## src/rtl/tbusPkg.sv

```systemverilog
package tbusPkg;

  // Cycle commands on the bus; bit 2 set means a read cycle
  typedef enum logic [2:0] {
    CMD_IO_WR      = 3'b000,
    CMD_MEM_WR     = 3'b001,
    CMD_IO_PWR     = 3'b010,
    CMD_MEM_PWR    = 3'b011,
    CMD_IO_RD      = 3'b100,
    CMD_MEM_RD     = 3'b101,
    CMD_PRG_RD     = 3'b110,
    CMD_PRG_RD_ALT = 3'b111
  } busCmdE;

  // Strobes from control to datapath
  typedef struct packed {
    logic loadReq;    // capture a new user request into the bus registers
    logic captureRd;  // latch returned read data
  } dpStrobeT;

  function automatic logic isReadCmd(input logic [2:0] cmd);
    return cmd[2];
  endfunction

endpackage

```

## src/rtl/tbusInitCtrl.sv

```systemverilog
module tbusInitCtrl
  import tbusPkg::*;
(
  input  logic     clk,
  input  logic     rstN,
  input  logic     usrValid,
  input  logic     busAck,
  input  logic     pendingRead,
  output logic     usrReady,
  output logic     busReq,
  output logic     rspValid,
  output dpStrobeT strobe
);

  logic reqQ;
  logic rspQ;
  logic cycleDone;
  logic accept;

  assign cycleDone = reqQ & busAck;
  assign usrReady  = ~reqQ | busAck;
  assign accept    = usrValid & usrReady;

  always_comb begin
    strobe           = '0;
    strobe.loadReq   = accept;
    strobe.captureRd = cycleDone & pendingRead;
  end

  always_ff @(posedge clk or negedge rstN) begin
    if (!rstN) begin
      reqQ <= 1'b0;
      rspQ <= 1'b0;
    end else begin
      if (accept)         reqQ <= 1'b1;
      else if (cycleDone) reqQ <= 1'b0;
      rspQ <= strobe.captureRd;
    end
  end

  assign busReq   = reqQ;
  assign rspValid = rspQ;

endmodule

```

## src/rtl/tbusInitDp.sv

```systemverilog
module tbusInitDp
  import tbusPkg::*;
#(
  parameter int ADDR_W = 16,
  parameter int DATA_W = 32,
  localparam int LANES   = DATA_W / 8,
  localparam int OFS     = $clog2(LANES),
  localparam int WADDR_W = ADDR_W - OFS
) (
  input  logic               clk,
  input  logic               rstN,
  input  dpStrobeT           strobe,
  input  logic [2:0]         usrCmd,
  input  logic [ADDR_W-1:0]  usrAddr,
  input  logic [DATA_W-1:0]  usrWdata,
  input  logic [LANES-1:0]   usrMask,
  input  logic [DATA_W-1:0]  busRdata,
  output logic [WADDR_W-1:0] busAddr,
  output logic [LANES-1:0]   busNbe,
  output logic [2:0]         busCmd,
  output logic [DATA_W-1:0]  busWdata,
  output logic [DATA_W-1:0]  rspData,
  output logic               pendingRead
);

  logic [WADDR_W-1:0] addrQ;
  logic [2:0]         cmdQ;
  logic [DATA_W-1:0]  rdQ;

  always_ff @(posedge clk or negedge rstN) begin
    if (!rstN) begin
      addrQ <= '0;
      cmdQ  <= CMD_IO_WR;
    end else if (strobe.loadReq) begin
      addrQ <= usrAddr[ADDR_W-1:OFS];
      cmdQ  <= usrCmd;
    end
  end

  // Per-lane enable and data registers
  for (genvar lane = 0; lane < LANES; lane++) begin : gLane
    logic       nbeQ;
    logic [7:0] byteQ;
    always_ff @(posedge clk or negedge rstN) begin
      if (!rstN) begin
        nbeQ  <= 1'b1;
        byteQ <= '0;
      end else if (strobe.loadReq) begin
        nbeQ  <= ~usrMask[lane];
        byteQ <= usrWdata[8*lane +: 8];
      end
    end
    assign busNbe[lane]            = nbeQ;
    assign busWdata[8*lane +: 8]   = byteQ;
  end

  always_ff @(posedge clk or negedge rstN) begin
    if (!rstN)                 rdQ <= '0;
    else if (strobe.captureRd) rdQ <= busRdata;
  end

  assign busAddr     = addrQ;
  assign busCmd      = cmdQ;
  assign rspData     = rdQ;
  assign pendingRead = isReadCmd(cmdQ);

endmodule

```

## src/rtl/tbusInitiator.sv

```systemverilog
module tbusInitiator
  import tbusPkg::*;
#(
  parameter int ADDR_W = 16,
  parameter int DATA_W = 32,
  localparam int LANES   = DATA_W / 8,
  localparam int WADDR_W = ADDR_W - $clog2(LANES)
) (
  input  logic               clk,
  input  logic               rstN,
  input  logic               usrValid,
  output logic               usrReady,
  input  logic [2:0]         usrCmd,
  input  logic [ADDR_W-1:0]  usrAddr,
  input  logic [DATA_W-1:0]  usrWdata,
  input  logic [LANES-1:0]   usrMask,
  output logic               rspValid,
  output logic [DATA_W-1:0]  rspData,
  output logic               busReq,
  output logic [WADDR_W-1:0] busAddr,
  output logic [LANES-1:0]   busNbe,
  output logic [2:0]         busCmd,
  output logic [DATA_W-1:0]  busWdata,
  input  logic               busAck,
  input  logic [DATA_W-1:0]  busRdata
);

  dpStrobeT strobe;
  logic     pendingRead;

  tbusInitCtrl u_ctrl (
    .clk         (clk),
    .rstN        (rstN),
    .usrValid    (usrValid),
    .busAck      (busAck),
    .pendingRead (pendingRead),
    .usrReady    (usrReady),
    .busReq      (busReq),
    .rspValid    (rspValid),
    .strobe      (strobe)
  );

  tbusInitDp #(.ADDR_W(ADDR_W), .DATA_W(DATA_W)) u_dp (
    .clk         (clk),
    .rstN        (rstN),
    .strobe      (strobe),
    .usrCmd      (usrCmd),
    .usrAddr     (usrAddr),
    .usrWdata    (usrWdata),
    .usrMask     (usrMask),
    .busRdata    (busRdata),
    .busAddr     (busAddr),
    .busNbe      (busNbe),
    .busCmd      (busCmd),
    .busWdata    (busWdata),
    .rspData     (rspData),
    .pendingRead (pendingRead)
  );

endmodule

```

## config.mk

```make
export PLATFORM = sky130hd
export DESIGN_NAME = tbusInitiator
export DESIGN_NICKNAME = d
export VERILOG_FILES = /design/src/rtl/tbusPkg.sv /design/src/rtl/tbusInitCtrl.sv /design/src/rtl/tbusInitDp.sv /design/src/rtl/tbusInitiator.sv
export SDC_FILE = /design/constraint.sdc
export NUM_CORES = 1
export LEC_CHECK = 0
export CAP_MARGIN = 10
export CORE_ASPECT_RATIO = 1.1
export CORE_MARGIN = 8
export CORE_UTILIZATION = 44
export CTS_BUF_LIST = sky130_fd_sc_hd__clkbuf_4
export DETAILED_ROUTE_END_ITERATION = 10
export GPL_TIMING_DRIVEN = 0
export PLACE_DENSITY_LB_ADDON = 0.05
export SYNTH_ARGS = -nofsm -noshare
export SYNTH_HDL_FRONTEND = slang
export SYNTH_HIERARCHICAL = 1
export SYNTH_SLANG_ARGS = --single-unit
```

## constraint.sdc

```tcl
create_clock -name clk -period 3.65 [get_ports clk]
set_clock_uncertainty 0.05 [all_clocks]
set_input_delay 0.365 -clock clk [delete_from_list [all_inputs] [get_ports clk]]
set_output_delay 0.365 -clock clk [all_outputs]
set_load 0.01 [all_outputs]
```

==> impl_results.md, run 1 <==
- Htree depth: 3
- Relative slew slack: 77.1%
- Worst EP required: 3230 ps
- Post-CTS Setup Inserts: 0
- Largest net degree at the start of global routing: 70
- Post-synthesis cell type count: 16
- Critical path endpoint category: output pin
- Drt via density: 4.54
- P&R area growth vs syn: 57.6%
- Synth warn: 6
- Crit path time final: 2020 ps
- Period utilization: 55.5%
- Setup CP Type: reg -> out
- Num CTS Buffers: 9
- Clock power share: 17.6%
- Final core utilization: 71.1%
- Hold buffers post-CTS: 1
- Clk root buf: clkbuf_4
- Syn avg cell area: 18.1 um2
- Wire per inst: 17.7 um
- Syn Inst Count: 196
- Total of max-cap violations: 0
- PwrDens: 476 nW/um2
- Hold Crit Class: in -> async
- Ant. Diodes: 0
- Die width: 102 um
- Detailed placer's ending HPWL: 6750 um
- CTS Buffer Depth: 2
- Post-CTS sizing: 0
- Max FO, Critical Path: 2
- Startpoint types: flip-flop
- Cell internal pwr: 1.93 mW
- Dominant cell type by area after synthesis: dfrtp_1
- Final setup margin: 1630 ps
- Seq pwr share: 47.0%
- DRT Pass-1 Iters: 3
- Comb power frac: 35.4%
- Design Power: 2.66 mW
- Switching power share of the total: 27.5%
- Pre-CTS setup slack: 1620 ps
- Clk sinks: 87
- # setup viols final: 0
- CTS tree: yes
- First-pass GRT wire length: 13900 um
- Syn_nets: 287
- Routed via count: 2259
- 1st-iter DRT viols: 47
- Layout cells sized above 1: 30.8%
- Final ANT Viol Nets: 0
- VDD IR-drop max: 216 uV
- Total Wirelength: 8790 um
- # DRC: 0
- Final cell count without fillers: 498
- Synth top area cells: dfrtp_1, mux2_4, mux2_2, dfstp_2, buf_12
- GPL Wtd Cong: 0.731
- Io pins: 179
- Final hold vios: 0
- Count of input and output buffers: 176
- Initial antenna violation count: 0
- Sequential element share of the synthesized area: 61.4%
- Final nets: 476
- Synth top area share: 58.5%
- Leak: 2.43 nW
- GRT Overall Usage: 16.1%
- Initial Util: 45.1%
- Sw power: 0.731 mW
- Worst-margin pin slew: 343 ps
- Overflow after GRT: 0
- DIE AREA: 11200 um2
- Core Region: 7870 um2
- Synthesized area: 3550 um2
- Reg2reg setup slack: 2080 ps
- Maximum clock rate: 0.494 GHz
- Yosys reg bits: 87
- Reg clk slew, reported paths: 150 ps
- Dpl cells: 481
- Vert. Die Dim: 110 um
- Status: finished, final reports clean
- RSZ-0062 raised after global routing: false
- Worst-skew pair later-pin latency: 400 ps
- Vias in the first global route: 2568
- Worst EP arrival: 1610 ps
- Final Max Tran Viols: 0
- Rows: 34
[metrics by stage]
stage                     TNS [ps]  hold slack (ps)  instance area, um2
final                            0              310                5600
after global routing             0              305                5600
after CTS                        0              290                5600
after detailed placement         0              218                5470
after global placement      -82030              410                5450
after floorplan                  0             19.4                3550
[metal layers]
layer,up-vias,track usage [%],share of wire (%),wire length [um]
met5,-,0,0,0
met4,0,6.18,1.5,134
met3,10,6.16,10,892
met2,96,26.3,49,4330
met1,1105,18.8,39,3440
li1,1048,-,-,-
[logic make-up (layout without fill, tap and decap cells)]
kind of cell,after synthesis,in the layout,share of synthesized area [%]
flops,87,87,61.4
mux,84,84,31.5
buf+inv,19,213,5.85
simple gates,5,5,1.09
compound gates,1,1,0.141
[placed cells by master, fill, tap and decap left out]
| master | Yosys | final |
|---|---|---|
| dfstp_2 | 4 | 4 |
| buf_6 | 5 | 5 |
| mux2_4 | 47 | 47 |
| clkbuf_4 | 0 | 9 |
| clkinv_2 | 0 | 2 |
| and3_1 | 1 | 1 |
| a21oi_1 | 1 | 1 |
| inv_1 | 3 | 3 |
| nor2_1 | 1 | 1 |
| buf_16 | 0 | 1 |
| mux2i_1 | 3 | 3 |
| and2_4 | 1 | 1 |
| dlygate4sd3_1 | 0 | 1 |
| buf_8 | 1 | 1 |
| clkdlybuf4s50_1 | 0 | 175 |
| clkinvlp_4 | 0 | 1 |
| buf_4 | 6 | 7 |
| dfrtp_1 | 83 | 83 |
| buf_12 | 4 | 4 |
| mux2_2 | 34 | 34 |
| clkinv_1 | 0 | 1 |
| nand2b_1 | 1 | 1 |
| inv_6 | 0 | 2 |
| nand2b_4 | 1 | 1 |
| clkinv_4 | 0 | 1 |
[power by group through the flow]
stage | clock, mW | combinational [mW] | sequential [mW]
floorplan | 0 | 0.301 | 1.36
global placement | 0 | 0.944 | 1.26
detailed placement | 0 | 0.957 | 1.27
CTS | 0.492 | 0.962 | 1.25
global route | 0.530 | 1.00 | 1.28
finish | 0.467 | 0.943 | 1.25
[final timing paths]
path | start | endpoint | cells after the start
setup reg to reg | u_ctrl/busReq | u_dp/busAddr[8] | 6
hold reg to reg | u_dp/gLane[1].nbeQ | u_dp/gLane[1].nbeQ | 2
min in group clk | usrMask[0] | u_dp/gLane[0].nbeQ | 2
setup / recovery | u_dp/gLane[1].nbeQ | busNbe[1] | 2
hold / removal | rstN | u_dp/rspData[22] | 2
max in group asynchronous | rstN | u_dp/gLane[3].nbeQ | 3
[sequential cells by signal, indices dropped and copies added (netlist names)]
name / cells
u_ctrl/rspValid: 1
u_dp/rspData: 32
u_dp/busCmd: 3
u_dp/gLane.nbeQ: 4
u_dp/busAddr: 14
u_dp/gLane.byteQ: 32
u_ctrl/busReq: 1
[synth_stat cells]
cell type,count
nand2b_4,1
buf_12,4
dfrtp_1,83
mux2_4,47
buf_6,5
buf_8,1
nor2_1,1
and3_1,1
buf_4,6
mux2_2,34
dfstp_2,4
nand2b_1,1
a21oi_1,1
inv_1,3
mux2i_1,3
and2_4,1
[final cells by class]
class	instances	area, um2
fillers	546	2270
flip-flops and latches	87	2180
repair buffers	178	1800
multi-input cells	90	1160
plain buffers	16	196
well taps	108	135
clock buffers	9	67.6
clock inverters	7	47.5
inverters	3	11.3
[critical path: stages (launching register included)]
cell             delay [ps]
dfstp_2                 560
buf_4                    90
clkdlybuf4s50_1         540
(Power assumes the default switching activity.)
==> run 2, diff against run 1 <==
CORE_UTILIZATION = 41   (was 44)
clock period = 1.87 ns   (was 3.65 ns; I/O delays follow)
==> impl_results.md, run 2 (same netlist as run 1, synthesis figures left out) <==
- Count of input and output buffers: 176
- First-pass GRT wire length: 14200 um
- Design Power: 5.62 mW
- Most frequent cells in the layout: clkdlybuf4s50_1, dfrtp_1, mux2_4, mux2_2, clkbuf_4
- DIE AREA: 11900 um2
- Worst-margin pin slew: 465 ps
- Leak: 2.47 nW
- RSZ-0062 raised after global routing: false
- Most common cell after layout, fill and taps aside: clkdlybuf4s50_1
- Largest stage delay on the critical path: 560 ps
- Vias in the first global route: 2582
- Num CTS Buffers: 9
- Worst EP arrival: 1480 ps
- VDD IR-drop max: 413 uV
- Startpoint types: flip-flop
- Reg clk slew, reported paths: 150 ps
- Clk root buf: clkbuf_4
- Crit path time final: 1720 ps
- Vert. Die Dim: 114 um
- Hold Crit Class: in -> async
- Period utilization: 92.0%
- Post-route cell area: 5670 um2
- Largest net degree at the start of global routing: 56
- Final Max Tran Viols: 0
- DRT Pass-1 Iters: 3
- Critical path endpoint category: output pin
- Drt via density: 4.56
- Clk sinks: 87
- # DRC: 0
- Rows: 35
- CTS tree: yes
- Setup CP Type: reg -> out
- Final hold vios: 0
- Final core utilization: 67.4%
- 1st-iter DRT viols: 96
- Die width: 105 um
- Htree depth: 3
- # setup viols final: 0
- Worst-skew pair later-pin latency: 410 ps
- PwrDens: 991 nW/um2
- Detailed placer's ending HPWL: 6830 um
- Maximum clock rate: 0.581 GHz
- Total of max-cap violations: 0
- Initial antenna violation count: 0
- Core Region: 8410 um2
- FF/Latch Area: 2180 um2
- Max FO, Critical Path: 3
- Post-Place Cell Area: 5480 um2
- Overflow after GRT: 0
- Worst EP required: 1630 ps
- Fillers: 649
- GRT Overall Usage: 15.2%
- CTS Buffer Depth: 2
- Routed via count: 2285
- CP Cell Sequence: nand2b_4 > clkdlybuf4s50_1
- P&R area growth vs syn: 59.6%
- Layout cells sized above 1: 31.0%
- Post-CTS Setup Inserts: 0
- Area occupied by multi-input gates: 1160 um2
- Slowest stage cell on the critical path: clkdlybuf4s50_1
- Relative slew slack: 69.0%
- Initial Util: 42.2%
- Worst Reg-to-Reg Cells: 6
- Status: finished, final reports clean
- Io pins: 179
- Wire per inst: 17.8 um
- Final ANT Viol Nets: 0
- Ant. Diodes: 0
- Fin Setup TNS: 0 ps
- GPL Wtd Cong: 0.690
- Total Wirelength: 8910 um
- Final nets: 476
-- run 2: changes by cell type in the layout (fill, tap and decap cells not counted), sizes merged --
cell and delta:
clkdlybuf4s50 -4, dlygate4sd2 +4, bufinv +3, clkinv -2
inv -1
-- run 2: repair_timing --
item | CTS | global route
endpoints found under the setup margin | 4 | 0
gates resized for setup | 4 | 0
endpoints found under the hold margin | 32 | 0
hold buffers | 1 | 0
-- run 2: worst paths after layout --
kind	slack, ps	to	start
max	150	usrReady	u_ctrl/busReq
min	190	u_dp/rspData[16]	rstN
max reg2reg	330	u_dp/gLane[0].byteQ[5]	u_ctrl/busReq
min reg2reg	440	u_dp/gLane[3].nbeQ	u_dp/gLane[3].nbeQ
max in group asynchronous	950	u_dp/gLane[1].byteQ[6]	rstN
min in group clk	220	u_dp/gLane[2].nbeQ	usrMask[2]
-- run 2: stage by stage --
step	cells	hold WS, ps	worst slack [ps]
finish	501	192	150
detailed placement	484	124	29.0
global route	501	179	71.9
global placement	483	406	-2680
CTS	501	160	87.7
floorplan	196	-159	343
-- run 2: critical path: cells and delay by family, from the launching register on --
family | cells | cell delay [ps]
buffers and inverters | 1 | 560
DFF | 1 | 430
and+or+nand+nor | 1 | 90
-- run 2: power by group --
part / internal, mW / switching, mW / total (mW)
clock network: 0.682 / 0.662 / 1.34
registers: 2.26 / 0.190 / 2.45
logic: 1.23 / 0.600 / 1.83
total: 4.17 / 1.45 / 5.62
-- run 2: metal layers --
metal	GRT usage (%)	vias up	routed length [um]
met3	7.73	9	940
met1	17.0	1123	3470
met5	0	-	0
li1	-	1054	-
met4	5.71	0	95
met2	24.4	99	4400
-- run 2: final cells by class --
type | instances | area share (%)
inverters | 3 | 0.199
clock buffers | 9 | 1.19
multi-input cells | 90 | 20.5
well taps | 111 | 2.45
plain buffers | 16 | 3.46
flip-flops and latches | 87 | 38.5
clock inverters | 7 | 2.12
repair buffers | 178 | 31.6
==> run 3, diff against run 2 <==
SETUP_SLACK_MARGIN = 0.05   (was default)
==> results of run 3 <==
Final layout, timing and power as in run 2 (identical DEF).
